$ cat src/rtl/lzmr_pkg.sv
package lzmr_pkg;

    typedef enum logic {
        SCAN_IDLE = 1'b0,
        SCAN_RUN  = 1'b1
    } scan_state_e;

endpackage

$ cat src/rtl/lzmr_pos_count.sv
module lzmr_pos_count #(
    parameter int LAST_POS = 32,
    parameter int PW       = 6
) (
    input  logic          clk_i,
    input  logic          rst_ni,
    input  logic          clr_i,
    input  logic          step_i,
    output logic [PW-1:0] cnt_o,
    output logic          last_o
);

    localparam logic [PW-1:0] LastVal = PW'(LAST_POS);

    typedef struct packed {
        logic [PW-1:0] cnt;
    } cnt_state_t;

    cnt_state_t st_d, st_q;

    always_comb begin
        st_d = st_q;
        if (clr_i) begin
            st_d.cnt = '0;
        end else if (step_i && (st_q.cnt != LastVal)) begin
            st_d.cnt = st_q.cnt + 1'b1;
        end
    end

    always_ff @(posedge clk_i or negedge rst_ni) begin
        if (!rst_ni) begin
            st_q <= '0;
        end else begin
            st_q <= st_d;
        end
    end

    assign cnt_o  = st_q.cnt;
    assign last_o = (st_q.cnt == LastVal);

    // the position never runs past the window end
    assert_pos_in_range_R3: assert property (@(posedge clk_i) disable iff (!rst_ni)
        st_q.cnt <= LastVal);

    // a step without clear advances the position by exactly one
    assert_pos_step_R3: assert property (@(posedge clk_i) disable iff (!rst_ni)
        (step_i && !clr_i && !last_o) |=> (cnt_o == $past(cnt_o) + 1'b1));

endmodule

$ cat src/rtl/lzmr_best_keep.sv
module lzmr_best_keep #(
    parameter int LW = 4,
    parameter int PW = 6
) (
    input  logic          clk_i,
    input  logic          rst_ni,
    input  logic          clr_i,
    input  logic          upd_i,
    input  logic [LW-1:0] len_i,
    input  logic [PW-1:0] pos_i,
    output logic [LW-1:0] best_o,
    output logic [PW-1:0] ip_o,
    output logic [LW-1:0] best_next_o
);

    typedef struct packed {
        logic [LW-1:0] best;
        logic [PW-1:0] ip;
    } best_state_t;

    best_state_t st_d, st_q;

    always_comb begin
        st_d = st_q;
        if (clr_i) begin
            st_d.best = '0;
            st_d.ip   = '0;
        end else if (upd_i && (len_i > st_q.best)) begin
            st_d.best = len_i;
            st_d.ip   = pos_i;
        end
    end

    always_ff @(posedge clk_i or negedge rst_ni) begin
        if (!rst_ni) begin
            st_q <= '0;
        end else begin
            st_q <= st_d;
        end
    end

    assign best_o      = st_q.best;
    assign ip_o        = st_q.ip;
    assign best_next_o = st_d.best;

    // without a clear the stored length never shrinks
    assert_best_monotonic_R4: assert property (@(posedge clk_i) disable iff (!rst_ni)
        !clr_i |=> (best_o >= $past(best_o)));

    // an equal length leaves the stored position untouched
    assert_tie_keeps_pos_R4: assert property (@(posedge clk_i) disable iff (!rst_ni)
        (!clr_i && (len_i <= best_o)) |=> $stable(ip_o));

    // a clear empties the stored match
    assert_clear_empties_R2: assert property (@(posedge clk_i) disable iff (!rst_ni)
        clr_i |=> (best_o == '0 && ip_o == '0));

endmodule

$ cat src/rtl/lzmr_finish_ctl.sv
module lzmr_finish_ctl
    import lzmr_pkg::*;
(
    input  logic clk_i,
    input  logic rst_ni,
    input  logic start_i,
    input  logic last_i,
    input  logic full_i,
    output logic scan_o,
    output logic ready_o,
    output logic done_o
);

    typedef struct packed {
        scan_state_e scan;
        logic        ready;
        logic        done;
    } fin_state_t;

    fin_state_t st_d, st_q;

    always_comb begin
        st_d       = st_q;
        st_d.ready = 1'b0;
        st_d.done  = 1'b0;
        if (start_i) begin
            st_d.scan = SCAN_RUN;
        end else if (st_q.scan == SCAN_RUN) begin
            if (full_i) begin
                st_d.done = 1'b1;
            end
            if (last_i) begin
                st_d.ready = 1'b1;
            end
            if (full_i || last_i) begin
                st_d.scan = SCAN_IDLE;
            end
        end
    end

    always_ff @(posedge clk_i or negedge rst_ni) begin
        if (!rst_ni) begin
            st_q <= '{scan: SCAN_IDLE, ready: 1'b0, done: 1'b0};
        end else begin
            st_q <= st_d;
        end
    end

    assign scan_o  = (st_q.scan == SCAN_RUN);
    assign ready_o = st_q.ready;
    assign done_o  = st_q.done;

    // each strobe lasts one cycle
    assert_ready_single_R8: assert property (@(posedge clk_i) disable iff (!rst_ni)
        ready_o |=> !ready_o);
    assert_done_single_R8: assert property (@(posedge clk_i) disable iff (!rst_ni)
        done_o |=> !done_o);

    // a strobe always closes the search
    assert_strobe_closes_R8: assert property (@(posedge clk_i) disable iff (!rst_ni)
        (ready_o || done_o) |-> !scan_o);

endmodule

$ cat src/rtl/lzmr_top.sv
module lzmr_top #(
    parameter int DICT_LEN = 40,
    parameter int LOOK_LEN = 8,
    parameter int LW       = $clog2(LOOK_LEN) + 1,
    parameter int PW       = $clog2(DICT_LEN - LOOK_LEN + 1)
) (
    input  logic          clk_i,
    input  logic          rst_ni,
    input  logic          start_i,
    input  logic [LW-1:0] len_i,
    output logic [PW-1:0] pos_o,
    output logic [LW-1:0] best_len_o,
    output logic          ready_o,
    output logic          done_o
);

    localparam int            LastPos = DICT_LEN - LOOK_LEN;
    localparam logic [LW-1:0] FullLen = LW'(LOOK_LEN);

    logic          scan;
    logic          take;
    logic          at_last;
    logic          full_hit;
    logic [PW-1:0] cnt;
    logic [LW-1:0] best_next;

    assign take     = scan && !start_i;
    assign full_hit = take && (best_next >= FullLen);

    lzmr_pos_count #(
        .LAST_POS (LastPos),
        .PW       (PW)
    ) u_pos (
        .clk_i  (clk_i),
        .rst_ni (rst_ni),
        .clr_i  (start_i),
        .step_i (take),
        .cnt_o  (cnt),
        .last_o (at_last)
    );

    lzmr_best_keep #(
        .LW (LW),
        .PW (PW)
    ) u_best (
        .clk_i       (clk_i),
        .rst_ni      (rst_ni),
        .clr_i       (start_i),
        .upd_i       (take),
        .len_i       (len_i),
        .pos_i       (cnt),
        .best_o      (best_len_o),
        .ip_o        (pos_o),
        .best_next_o (best_next)
    );

    lzmr_finish_ctl u_fin (
        .clk_i   (clk_i),
        .rst_ni  (rst_ni),
        .start_i (start_i),
        .last_i  (at_last),
        .full_i  (full_hit),
        .scan_o  (scan),
        .ready_o (ready_o),
        .done_o  (done_o)
    );

    // an early stop only ever reports a full-length match
    assert_done_full_R6: assert property (@(posedge clk_i) disable iff (!rst_ni)
        done_o |-> (best_len_o == FullLen));

    // ready without done means no full-length match was found
    assert_ready_partial_R5: assert property (@(posedge clk_i) disable iff (!rst_ni)
        (ready_o && !done_o) |-> (best_len_o < FullLen));

    // while idle and not restarted, the codeword fields hold
    assert_idle_hold_R8: assert property (@(posedge clk_i) disable iff (!rst_ni)
        (!scan && !start_i) |=> ($stable(best_len_o) && $stable(pos_o)));

    // the stored pointer stays inside the window
    assert_pos_bound_R10: assert property (@(posedge clk_i) disable iff (!rst_ni)
        pos_o <= PW'(LastPos));

endmodule

$ cat config.mk
export PLATFORM = sky130hd
export DESIGN_NAME = lzmr_top
export DESIGN_NICKNAME = d
export VERILOG_FILES = /design/src/rtl/lzmr_pkg.sv /design/src/rtl/lzmr_pos_count.sv /design/src/rtl/lzmr_best_keep.sv /design/src/rtl/lzmr_finish_ctl.sv /design/src/rtl/lzmr_top.sv
export SDC_FILE = /design/constraint.sdc
export NUM_CORES = 1
export LEC_CHECK = 0
export ABC_AREA = 1
export CAP_MARGIN = 20
export CORE_ASPECT_RATIO = 1.4
export CORE_MARGIN = 2
export CORE_UTILIZATION = 55
export CTS_BUF_LIST = sky130_fd_sc_hd__clkbuf_4
export CTS_CLUSTER_SIZE = 8
export DETAILED_ROUTE_END_ITERATION = 7
export PLACE_DENSITY_LB_ADDON = 0.1
export SYNTH_ARGS = -nofsm -noshare
export SYNTH_HDL_FRONTEND = slang
export SYNTH_SLANG_ARGS = --single-unit
$ cat constraint.sdc
create_clock -name clk_i -period 3.46 [get_ports clk_i]
set_input_delay 0.692 -clock clk_i [delete_from_list [all_inputs] [get_ports clk_i]]
set_output_delay 0.692 -clock clk_i [all_outputs]
set_load 0.05 [all_outputs]
---- Yosys cells after proc, flatten, opt, wreduce, memory -nomap -nowiden ----
Index checks and enable logic that the tools add are counted.
operators by class
  add/sub/neg operators ................... 1
  $lt $le $gt $ge ......................... 2
  equality and inequality tests ........... 2
  muxes and demuxes ....................... 10
  reductions and logical operators ........ 8
operators with widths
  kind                   number
  $mux W10               2
  $mux W6                2
  $add A6 B1 Y6 const B  1
  $eq A6 B6 Y1 const B   1
  $ne A6 B6 Y1 const B   1
  $ge A4 B4 Y1 const B   1
  $gt A4 B4 Y1           1
  $logic_and A1 B1 Y1    4
  $mux W1                4
  $reduce_bool A2 Y1     2
  $mux W3                1
  $mux W2                1
  $logic_not A1 Y1       1
  $logic_or A1 B1 Y1     1
word-level totals
  bits in registers ....................... 19
  input port bits ......................... 7
  logic and storage cells ................. 29

---- Depth between registers and ports, before layout ----
Gate-level depths: netlist of the first run.
  word-level depth ........................ 11
  depth in mapped cells ................... 12
  mapped depth without buffers ............ 12

---- Modules after synthesis ----
A second synthesis of the first run with hierarchy kept.
unflattened totals
  cell total of the unflattened synthesis .. 141
  area total of the unflattened synthesis .. 1,122.3 µm²
modules (own cells, without submodules)
  module           times used  cells an instance  area each (µm²)  seq. area each (µm²)
  lzmr_best_keep   1           71                 604.3            250.2
  lzmr_pos_count   1           54                 389.1            150.1
  lzmr_finish_ctl  1           11                 105.1            75.1
  lzmr_top         1           5                  23.8             0.0

---- Worst setup path after synthesis of the first run ----
Ideal clock, no wire load.
  path kind ............................... register to register
  from .................................... reg u_best.st_q (netlist bit u_best.best_o[3])
  to ...................................... reg u_best.st_q (netlist bit u_best.ip_o[2])
  library setup time ...................... 0.119 ns
  arrival time ............................ 1.655 ns
  data required time ...................... 3.341 ns
  setup slack ............................. 1.685 ns
  stages on the path, launching flop included .. 11
  clock period less this slack ............ 1.775 ns
  cells stage by stage .................... dfrtp_1 -> inv_1 -> ha_1 -> nand2_1 -> inv_1 -> nand2_1 -> nand2_1 -> nand2_4 -> buf_8 -> nand3_2 -> o21ai_2
between the ends
  longest elaborated chain between the ends .. 3
RTL lines
  what                                 RTL line              text
  from (decl)                          lzmr_best_keep.sv:21  best_state_t st_d, st_q;
  from (signal assigned)               lzmr_best_keep.sv:38  st_q <= st_d;
  $gt A4 B4 Y1                         lzmr_best_keep.sv:28  end else if (upd_i && (len_i > st_q.best)) begin
  $logic_and A1 B1 Y1                  lzmr_best_keep.sv:28
  $reduce_bool A2 Y1 (no source line)  n/a
No other way between the ends.
A chain may end at the register's enable or synchronous reset.

---- Worst setup path in the final report of the first run ----
  from .................................... reg u_best.st_q (netlist bit u_best.ip_o[4])
  to ...................................... out pos_o[4]
RTL lines
  what       RTL line        text
  to (decl)  lzmr_top.sv:11  output logic [PW-1:0] pos_o,
No word-level cell between the ends.

==> flow_metrics.py, run 1 <==
metrics = {
    "status": {
        "status": "complete, no violations",
    },
    "min_path": {
        "hold_path_startpoint": "u_best.ip_o[3]",
        "hold_path.class": "reg2reg",
    },
    "placement": {
        "dp_cells": 147,
        "place_congestion": 0.7781,
        "dp_hpwl_um": 1392,
        "portBuffers": 18,
    },
    "clock_tree": {
        "cts-htree-levels": 1,
        "cts_made_buffers": 3,
        "clk_latency_ns": 0.29,
        "cts_buffer_depth": 2,
        "ctsRootBufferMaster": "clkbuf_4",
        "clk_pin_slew_ns": 0.10,
        "tritoncts": "yes",
        "cts_resized": 0,
        "post_cts_buffers": 0,
        "cts_sinks": 19,
        "hold_buffers": 0,
    },
    "final_layout": {
        "final_common_cell": "dfrtp_1",
        "fin_nets": 145,
        "nFillCells": 150,
        "areaGrowthSynthToFinish_pct": 21.29,
        "drive_gt1_share_pct": 17.56,
        "multi_input_area_um2": 437.9,
        "final_cell_mix": "dfrtp_1, clkdlybuf4s50_1, inv_1, nand2_1, nor2_1",
        "fin_cells": 151,
        "n_antenna_cell": 0,
        "area.sequential_um2": 475.5,
    },
    "worst_setup_path": {
        "r2r_cells": 10,
        "startpoint": "u_best.ip_o[4]",
        "crit_end": "pos_o[4]",
        "cp_cell_sequence": "clkdlybuf4s50_1",
        "cp_slowest_stage_delay_ns": 0.81,
        "required_ns": 2.77,
        "cp_num_cells": 1,
        "ff2ff_setup_slack_ns": 1.91,
        "crit_path_end_kind": "output port",
        "r2r_end": "u_best.best_o[1]",
        "cp-start-kind": "register",
        "crit_buf_inv": 1,
        "worstPathMaxFanout": 2,
        "crit_arrival_ns": 1.49,
        "path_class": "reg2out",
        "reg2reg_from": "u_best.best_o[3]",
        "slowest_stage": "clkdlybuf4s50_1",
        "path_delay_family": "buffers and inverters",
    },
    "global_route": {
        "antenna_found_initial": 0,
        "grt_pass1_wl_um": 2842,
        "gr-usage-all-layers_pct": 19.83,
        "first_global_vias": 700,
        "overflow": 0,
        "grt_max_degree": 20,
    },
    "pwr": {
        "p_leak_nw": 0.5944,
        "ir_drop_v": 0.0003197,
        "power.density_mw_per_mm2": 421.4,
        "p_total_mw": 0.5168,
    },
    "timing": {
        "max_freq_ghz": 0.4575,
        "worst_pin_slew_ns": 0.8478,
        "rsz0062_at_grt": "false",
        "skew_ns": 0.0009781,
        "holdWs_ns": 0.5277,
        "final_hold_viol_count": 0,
        "finalMaxSlewViolations": 0,
        "period_share_pct": 63.17,
        "slew_headroom_pct": 43.30,
        "fin_crit_ns": 2.186,
        "setup_viol": 0,
        "setup-tns-final_ns": 0,
    },
    "floorplan": {
        "core_area_mm2": 0.001757,
        "dieArea_mm2": 0.002202,
        "fp.dieH_um": 54.73,
        "io_pins": 19,
        "start_util_pct": 57.55,
        "fp.dieW_um": 40.24,
        "fp-row-count": 18,
    },
    "yosys": {
        "synth_nets": 124,
        "synth.avg_cell_area_um2": 9.108,
        "ys_seq_area_share_pct": 47.03,
        "synth_edf_count": 0,
        "yosys_warnings": 0,
        "ys.flop_type": "dfrtp_1",
        "syn_inst": 111,
        "synth-seq-cells": 19,
        "synthArstFlopShare_pct": 100.0,
        "synth_cell_types": 21,
        "synth.cell_area_mm2": 0.001011,
    },
    "drt": {
        "drc_errors": 0,
        "first_pass_iters": 4,
        "detail-route-antenna-nets": 0,
        "post_drt_via_cell_ratio": 5.066,
        "drt_iter0_drc": 6,
        "avgRoutedWirePerCell_um": 12.15,
        "vias": 765,
        "drt-total-wl_um": 1834,
    },
    "job": {
        "cap_violations": 0,
    },
}
-- metrics by stage --
step | util [%] | worst slack, ns | cell area [um^2]
after floorplan | - | 1.685 | 1011
after global placement | 68.09 | 1.150 | 1196
after detailed placement | 68.09 | 1.124 | 1196
after CTS | 69.80 | 1.272 | 1226
after global routing | 69.80 | 1.232 | 1226
final | 69.80 | 1.274 | 1226
-- worst min-delay path by stage --
| stage | to | slack [ns] | cells past startpoint |
|---|---|---|---|
| after CTS | u_best.ip_o[3] | 0.53 | 2 |
| after floorplan | u_best.best_o[0] | 0.40 | 0 |
| after global routing | u_best.ip_o[3] | 0.55 | 2 |
| final | u_best.ip_o[3] | 0.53 | 2 |
| after detailed placement | u_best.ip_o[3] | 0.51 | 2 |
| after global placement | u_best.ip_o[2] | 0.50 | 2 |
-- logic make-up (layout without fill, tap and decap cells) --
logic type	after synthesis	in the layout	synth area share [%]
AO/OA/AOI/OAI	15	15	9.653
buffers and inverters	22	42	9.653
AND/OR/NAND/NOR	48	48	25.37
XOR/XNOR	1	1	0.8665
adder cells (fa/ha/maj)	6	6	7.426
flip-flops	19	19	47.03
-- where the power goes --
group | internal, mW | switching, mW
Combinational | 0.0495 | 0.0982
Sequential | 0.238 | 0.0129
Clock | 0.0528 | 0.0653
-- registers in the layout, summed over array words and instances, names as in the netlist --
| register | count |
|---|---|
| u_best.ip_o | 6 |
| u_best.best_o | 4 |
| u_fin.ready_o | 1 |
| u_fin.scan_o | 1 |
| u_pos.cnt_o | 6 |
| u_fin.done_o | 1 |
-- synth_stat cells (2+ instances only) --
cell type / number / area share [%]
nor2_1: 11 / 4.1
dfrtp_1: 19 / 47
o21ai_2: 6 / 5.2
nand3_1: 8 / 4.0
a21oi_1: 2 / 0.99
nand2_4: 2 / 2.2
o21ai_1: 6 / 3.0
nand3_2: 5 / 5.0
nand2_1: 16 / 5.9
ha_1: 6 / 7.4
inv_1: 17 / 6.3
nand4_1: 3 / 1.9
inv_2: 2 / 0.74
-- worst min-delay path, cell delays in order, from the launching register on --
cell     delay [ns]
dfrtp_1        0.37
nand3_2        0.08
o21ai_2        0.05
-- final cells by class --
cell class | count | area share, %
Tap cell | 20 | 2.041
Sequential cell | 19 | 38.78
Clock buffer | 4 | 2.449
Timing Repair Buffer | 18 | 14.69
Inverter | 20 | 6.327
Multi-Input combinational cell | 70 | 35.71
-- routing by layer --
layer	global-route usage (%)	part of all wire, %	wire length (um)
met1	22.13	42	771
met5	0	0	0
met3	3.252	4.1	75
met4	17.78	4.3	78
met2	31.18	50	908
(Power assumes the default switching activity.)
==> run 2: changes to the inputs <==
--- a/config.mk
+++ b/config.mk
@@ -9,7 +9,7 @@
 export CAP_MARGIN = 20
 export CORE_ASPECT_RATIO = 1.4
 export CORE_MARGIN = 2
-export CORE_UTILIZATION = 55
+export CORE_UTILIZATION = 48
 export CTS_BUF_LIST = sky130_fd_sc_hd__clkbuf_4
 export CTS_CLUSTER_SIZE = 8
 export DETAILED_ROUTE_END_ITERATION = 7
==> constraint.sdc (replaced) <==
create_clock -name clk_i -period 1.9 [get_ports clk_i]
set_input_delay 0.38 -clock clk_i [delete_from_list [all_inputs] [get_ports clk_i]]
set_output_delay 0.38 -clock clk_i [all_outputs]
set_load 0.05 [all_outputs]
==> run 2 against run 1 <==
Against the previous run: sequential power is 82% higher; die area rose by 13%; final cell count rose by 4.0%; largest power group unchanged.
==> flow_metrics.py, run 2 (synthesis gave the netlist of run 1 again) <==
metrics = {
    "worst_setup_path": {
        "cp_num_cells": 1,
        "crit_buf_inv": 1,
        "worstPathMaxFanout": 2,
        "cp_cell_sequence": "clkdlybuf4s50_1",
        "r2r_end": "u_fin.scan_o",
        "ff2ff_setup_slack_ns": 0.38,
        "path_delay_family": "buffers and inverters",
        "reg2reg_from": "u_best.best_o[3]",
        "slowest_stage": "clkdlybuf4s50_1",
        "r2r_cells": 11,
        "cp-start-kind": "register",
        "required_ns": 1.52,
        "path_class": "reg2out",
        "cp_slowest_stage_delay_ns": 0.80,
        "crit_arrival_ns": 1.46,
        "crit_path_end_kind": "output port",
    },
    "drt": {
        "post_drt_via_cell_ratio": 4.943,
        "first_pass_iters": 4,
        "drt-total-wl_um": 1784,
        "drc_errors": 0,
        "avgRoutedWirePerCell_um": 11.36,
        "drt_iter0_drc": 6,
        "detail-route-antenna-nets": 0,
        "vias": 776,
    },
    "global_route": {
        "antenna_found_initial": 0,
        "gr-usage-all-layers_pct": 16.30,
        "grt_max_degree": 20,
        "grt_pass1_wl_um": 3167,
        "first_global_vias": 730,
        "overflow": 0,
    },
    "status": {
        "status": "complete, no violations",
    },
    "timing": {
        "fin_crit_ns": 1.842,
        "final_hold_viol_count": 0,
        "max_freq_ghz": 0.5429,
        "finalMaxSlewViolations": 0,
        "skew_ns": 0.006232,
        "setup_viol": 0,
        "rsz0062_at_grt": "false",
        "worst_pin_slew_ns": 0.5066,
        "slew_headroom_pct": 66.12,
        "period_share_pct": 96.95,
    },
    "min_path": {
        "hold_path.class": "in2async",
    },
    "placement": {
        "dpl-instance-area_mm2": 0.001225,
        "dp_cells": 153,
        "portBuffers": 18,
        "dp_hpwl_um": 1360,
        "place_congestion": 0.7713,
    },
    "clock_tree": {
        "tritoncts": "yes",
        "post_cts_buffers": 0,
        "clk_pin_slew_ns": 0.11,
        "ctsRootBufferMaster": "clkbuf_4",
        "cts-htree-levels": 1,
        "cts_buffer_depth": 2,
        "cts_made_buffers": 3,
        "cts_sinks": 19,
        "clk_latency_ns": 0.29,
    },
    "pwr": {
        "power.density_mw_per_mm2": 757.2,
        "p_total_mw": 0.9540,
        "ir_drop_v": 0.0005402,
        "p_leak_nw": 0.6578,
    },
    "final_layout": {
        "final_cell_mix": "dfrtp_1, inv_1, nand2_1, clkdlybuf4s50_1, nor2_1",
        "final_area_mm2": 0.001260,
        "multi_input_area_um2": 437.9,
        "n_antenna_cell": 0,
        "final_common_cell": "dfrtp_1",
        "nFillCells": 173,
        "fin_cells": 157,
        "areaGrowthSynthToFinish_pct": 24.63,
        "area.sequential_um2": 475.5,
        "fin_nets": 150,
        "drive_gt1_share_pct": 23.53,
    },
    "job": {
        "cap_violations": 0,
    },
    "floorplan": {
        "core_area_mm2": 0.001973,
        "fp.dieW_um": 42.79,
        "dieArea_mm2": 0.002494,
        "io_pins": 19,
        "start_util_pct": 51.24,
        "fp-row-count": 19,
        "fp.dieH_um": 58.30,
    },
}
-- run 2: report_power, final --
group          switching (mW)  internal [mW]
clock network           0.121         0.0957
registers              0.0240          0.433
logic                   0.180          0.100
-- run 2: cell type report --
| cell class | count | share of cell area, % |
|---|---|---|
| clock buffer | 4 | 2.383 |
| inverter | 20 | 6.157 |
| multi-input combinational | 70 | 34.76 |
| sequential | 19 | 37.74 |
| tap | 21 | 2.085 |
| timing repair buffer | 23 | 16.88 |
-- run 2: layer usage --
metal	wire, um	track usage (%)	up-vias
met5	0	0	-
met4	16	4.018	0
met3	96	2.761	2
met2	898	27.92	19
met1	772	21.36	349
li1	-	-	406
-- run 2: timing repair --
item	4_1_cts	5_1_grt
hold buffers	0	0
resized for setup	0	2
setup endpoints to repair	0	2
-- run 2: how the worst max path moves through the flow --
| stage | start | endpoint |
|---|---|---|
| detailed placement | len_i[0] | u_fin.scan_o |
| floorplan | u_best.best_o[3] | u_best.ip_o[2] |
| finish | u_best.ip_o[0] | pos_o[0] |
| global placement | len_i[3] | u_best.ip_o[3] |
| CTS | u_best.best_o[2] | best_len_o[2] |
| global route | u_best.ip_o[0] | pos_o[0] |
-- run 2: metrics by stage --
step / setup slack, ns / hold slack (ns) / TNS (ns) / utilization (%)
2_1_floorplan: 0.1253 / 0.08441 / 0 / -
5_1_grt: 0.01521 / 0.4493 / 0 / 63.86
3_3_place_gp: -0.02332 / 0.5020 / -0.1508 / 62.08
4_1_cts: 0.02906 / 0.4160 / 0 / 63.60
6_report: 0.05788 / 0.4102 / 0 / 63.86
3_5_place_dp: -0.07762 / 0.5109 / -0.3987 / 62.08
==> run 3: changes to the inputs <==
--- a/config.mk
+++ b/config.mk
@@ -13,7 +13,7 @@
 export CTS_BUF_LIST = sky130_fd_sc_hd__clkbuf_4
 export CTS_CLUSTER_SIZE = 8
 export DETAILED_ROUTE_END_ITERATION = 7
-export PLACE_DENSITY_LB_ADDON = 0.1
+export PLACE_DENSITY = 0.82
 export SYNTH_ARGS = -nofsm -noshare
 export SYNTH_HDL_FRONTEND = slang
 export SYNTH_SLANG_ARGS = --single-unit
==> run 3 against run 2 <==
Against the previous run: first-iteration DRC count rose by 120%; routed wire length fell by 0.50%; utilization rose by 0.13 points; die area did not move; sequential power barely moved; critical path depth did not move; sequential share of layout area fell by 0.075 points; combinational power barely moved; non-clock buffer count fell by 1; total power barely moved; largest cell class unchanged.
==> flow_metrics.py, run 3 (synthesis gave the netlist of run 1 again) <==
metrics = {
    "floorplan": {
        "fp-row-count": 19,
        "fp.dieW_um": 42.79,
        "core_area_mm2": 0.001973,
        "dieArea_mm2": 0.002494,
        "io_pins": 19,
        "start_util_pct": 51.24,
        "fp.dieH_um": 58.30,
    },
    "global_route": {
        "first_global_vias": 818,
        "grt_max_degree": 20,
        "grt_pass1_wl_um": 3236,
        "gr-usage-all-layers_pct": 17.39,
        "overflow": 0,
        "antenna_found_initial": 0,
    },
    "drt": {
        "post_drt_via_cell_ratio": 5.064,
        "drt_iter0_drc": 13,
        "avgRoutedWirePerCell_um": 11.38,
        "detail-route-antenna-nets": 0,
        "vias": 790,
        "drt-total-wl_um": 1775,
        "first_pass_iters": 5,
        "drc_errors": 0,
    },
    "worst_setup_path": {
        "path_delay_family": "buffers and inverters",
        "worstPathMaxFanout": 2,
        "cp_slowest_stage_delay_ns": 0.80,
        "path_class": "reg2out",
        "r2r_cells": 10,
        "crit_buf_inv": 1,
        "crit_arrival_ns": 1.48,
        "slowest_stage": "clkdlybuf4s50_1",
        "cp_num_cells": 1,
        "required_ns": 1.52,
        "cp_cell_sequence": "clkdlybuf4s50_1",
        "crit_path_end_kind": "output port",
        "cp-start-kind": "register",
    },
    "clock_tree": {
        "clk_latency_ns": 0.30,
        "cts_made_buffers": 3,
        "post_cts_buffers": 0,
        "cts_buffer_depth": 2,
        "cts_sinks": 19,
        "hold_buffers": 0,
        "cts-htree-levels": 1,
        "ctsRootBufferMaster": "clkbuf_4",
        "cts_resized": 0,
        "tritoncts": "yes",
        "clk_pin_slew_ns": 0.10,
    },
    "pwr": {
        "p_sw_mw": 0.3230,
        "p_total_mw": 0.9546,
        "ir_drop_v": 0.0004978,
        "pwr-share-clk_pct": 22.6,
        "p_leak_nw": 0.6633,
        "power_frac_seq_pct": 48.0,
        "switching_share_pct": 33.84,
        "power_frac_comb_pct": 29.4,
        "p_int_mw": 0.6316,
        "power.density_mw_per_mm2": 756.1,
    },
    "timing": {
        "max_freq_ghz": 0.5390,
        "finalMaxSlewViolations": 0,
        "setup_viol": 0,
        "timing.final.ws_setup_ns": 0.04470,
        "rsz0062_at_grt": "false",
        "fin_crit_ns": 1.855,
        "final_hold_viol_count": 0,
        "skew_ns": 0.001992,
        "slew_headroom_pct": 66.73,
        "worst_pin_slew_ns": 0.4983,
        "period_share_pct": 97.65,
    },
    "final_layout": {
        "area.sequential_um2": 475.5,
        "n_antenna_cell": 0,
        "nFillCells": 168,
        "final_cell_mix": "dfrtp_1, inv_1, nand2_1, nor2_1, clkdlybuf4s50_1",
        "final_common_cell": "dfrtp_1",
        "fin_nets": 149,
        "multi_input_area_um2": 437.9,
        "areaGrowthSynthToFinish_pct": 24.88,
        "drive_gt1_share_pct": 23.70,
    },
    "placement": {
        "preCtsSetupSlack_ns": -0.03662,
        "portBuffers": 18,
        "dp_hpwl_um": 1387,
        "place_congestion": 0.8821,
    },
    "status": {
        "status": "complete, no violations",
    },
    "min_path": {
        "hold_path.class": "in2async",
    },
    "job": {
        "cap_violations": 0,
    },
}
[run 3: changes by cell type in the layout (fill, tap and decap cells not counted)]
| cell | delta |
|---|---|
| clkdlybuf4s50_1 | -1 |
| buf_12 | +1 |
| buf_4 | -1 |
[run 3: power groups by stage]
stage               Clock, mW  Sequential, mW  Combinational [mW]
floorplan                   0           0.520               0.139
global placement            0           0.466               0.278
detailed placement          0           0.466               0.285
CTS                     0.222           0.458               0.286
global route            0.238           0.463               0.313
finish                  0.216           0.458               0.281
[run 3: per-stage QoR]
step | hold WS (ns) | std cells | cell area, um^2 | util (%) | TNS (ns)
after detailed placement | 0.5108 | 152 | 1227 | 62.21 | -0.1588
after CTS | 0.4048 | 156 | 1257 | 63.73 | 0
final | 0.3997 | 156 | 1262 | 63.98 | 0
after floorplan | 0.08441 | 111 | 1011 | - | 0
after global placement | 0.5007 | 152 | 1227 | 62.21 | 0
after global routing | 0.4317 | 156 | 1262 | 63.98 | 0
[run 3: area by class of cell]
type / instances / area share [%]
tap: 21 / 2.081
clock buffer: 4 / 2.379
inverter: 20 / 6.145
multi-input combinational: 70 / 34.69
timing repair buffer: 22 / 17.05
sequential: 19 / 37.66
[run 3: path summary, 6_finish.rpt]
| kind | startpoint | end | slack, ns |
|---|---|---|---|
| setup / recovery | u_best.ip_o[5] | pos_o[5] | 0.04 |
| hold / removal | rst_ni | u_best.ip_o[3] | 0.40 |
| setup reg to reg | u_best.best_o[3] | u_best.ip_o[3] | 0.39 |
| hold reg to reg | u_best.ip_o[2] | u_best.ip_o[2] | 0.53 |
| max in group asynchronous | rst_ni | u_pos.cnt_o[1] | 1.30 |
| min in group clk_i | u_best.ip_o[2] | u_best.ip_o[2] | 0.53 |
[run 3: routing by layer]
metal	up-vias	wire, um	GRT usage [%]
met5	-	0	0
met4	0	65	11.61
met3	6	75	3.067
met2	20	938	31.82
met1	363	696	17.56
li1	401	-	-
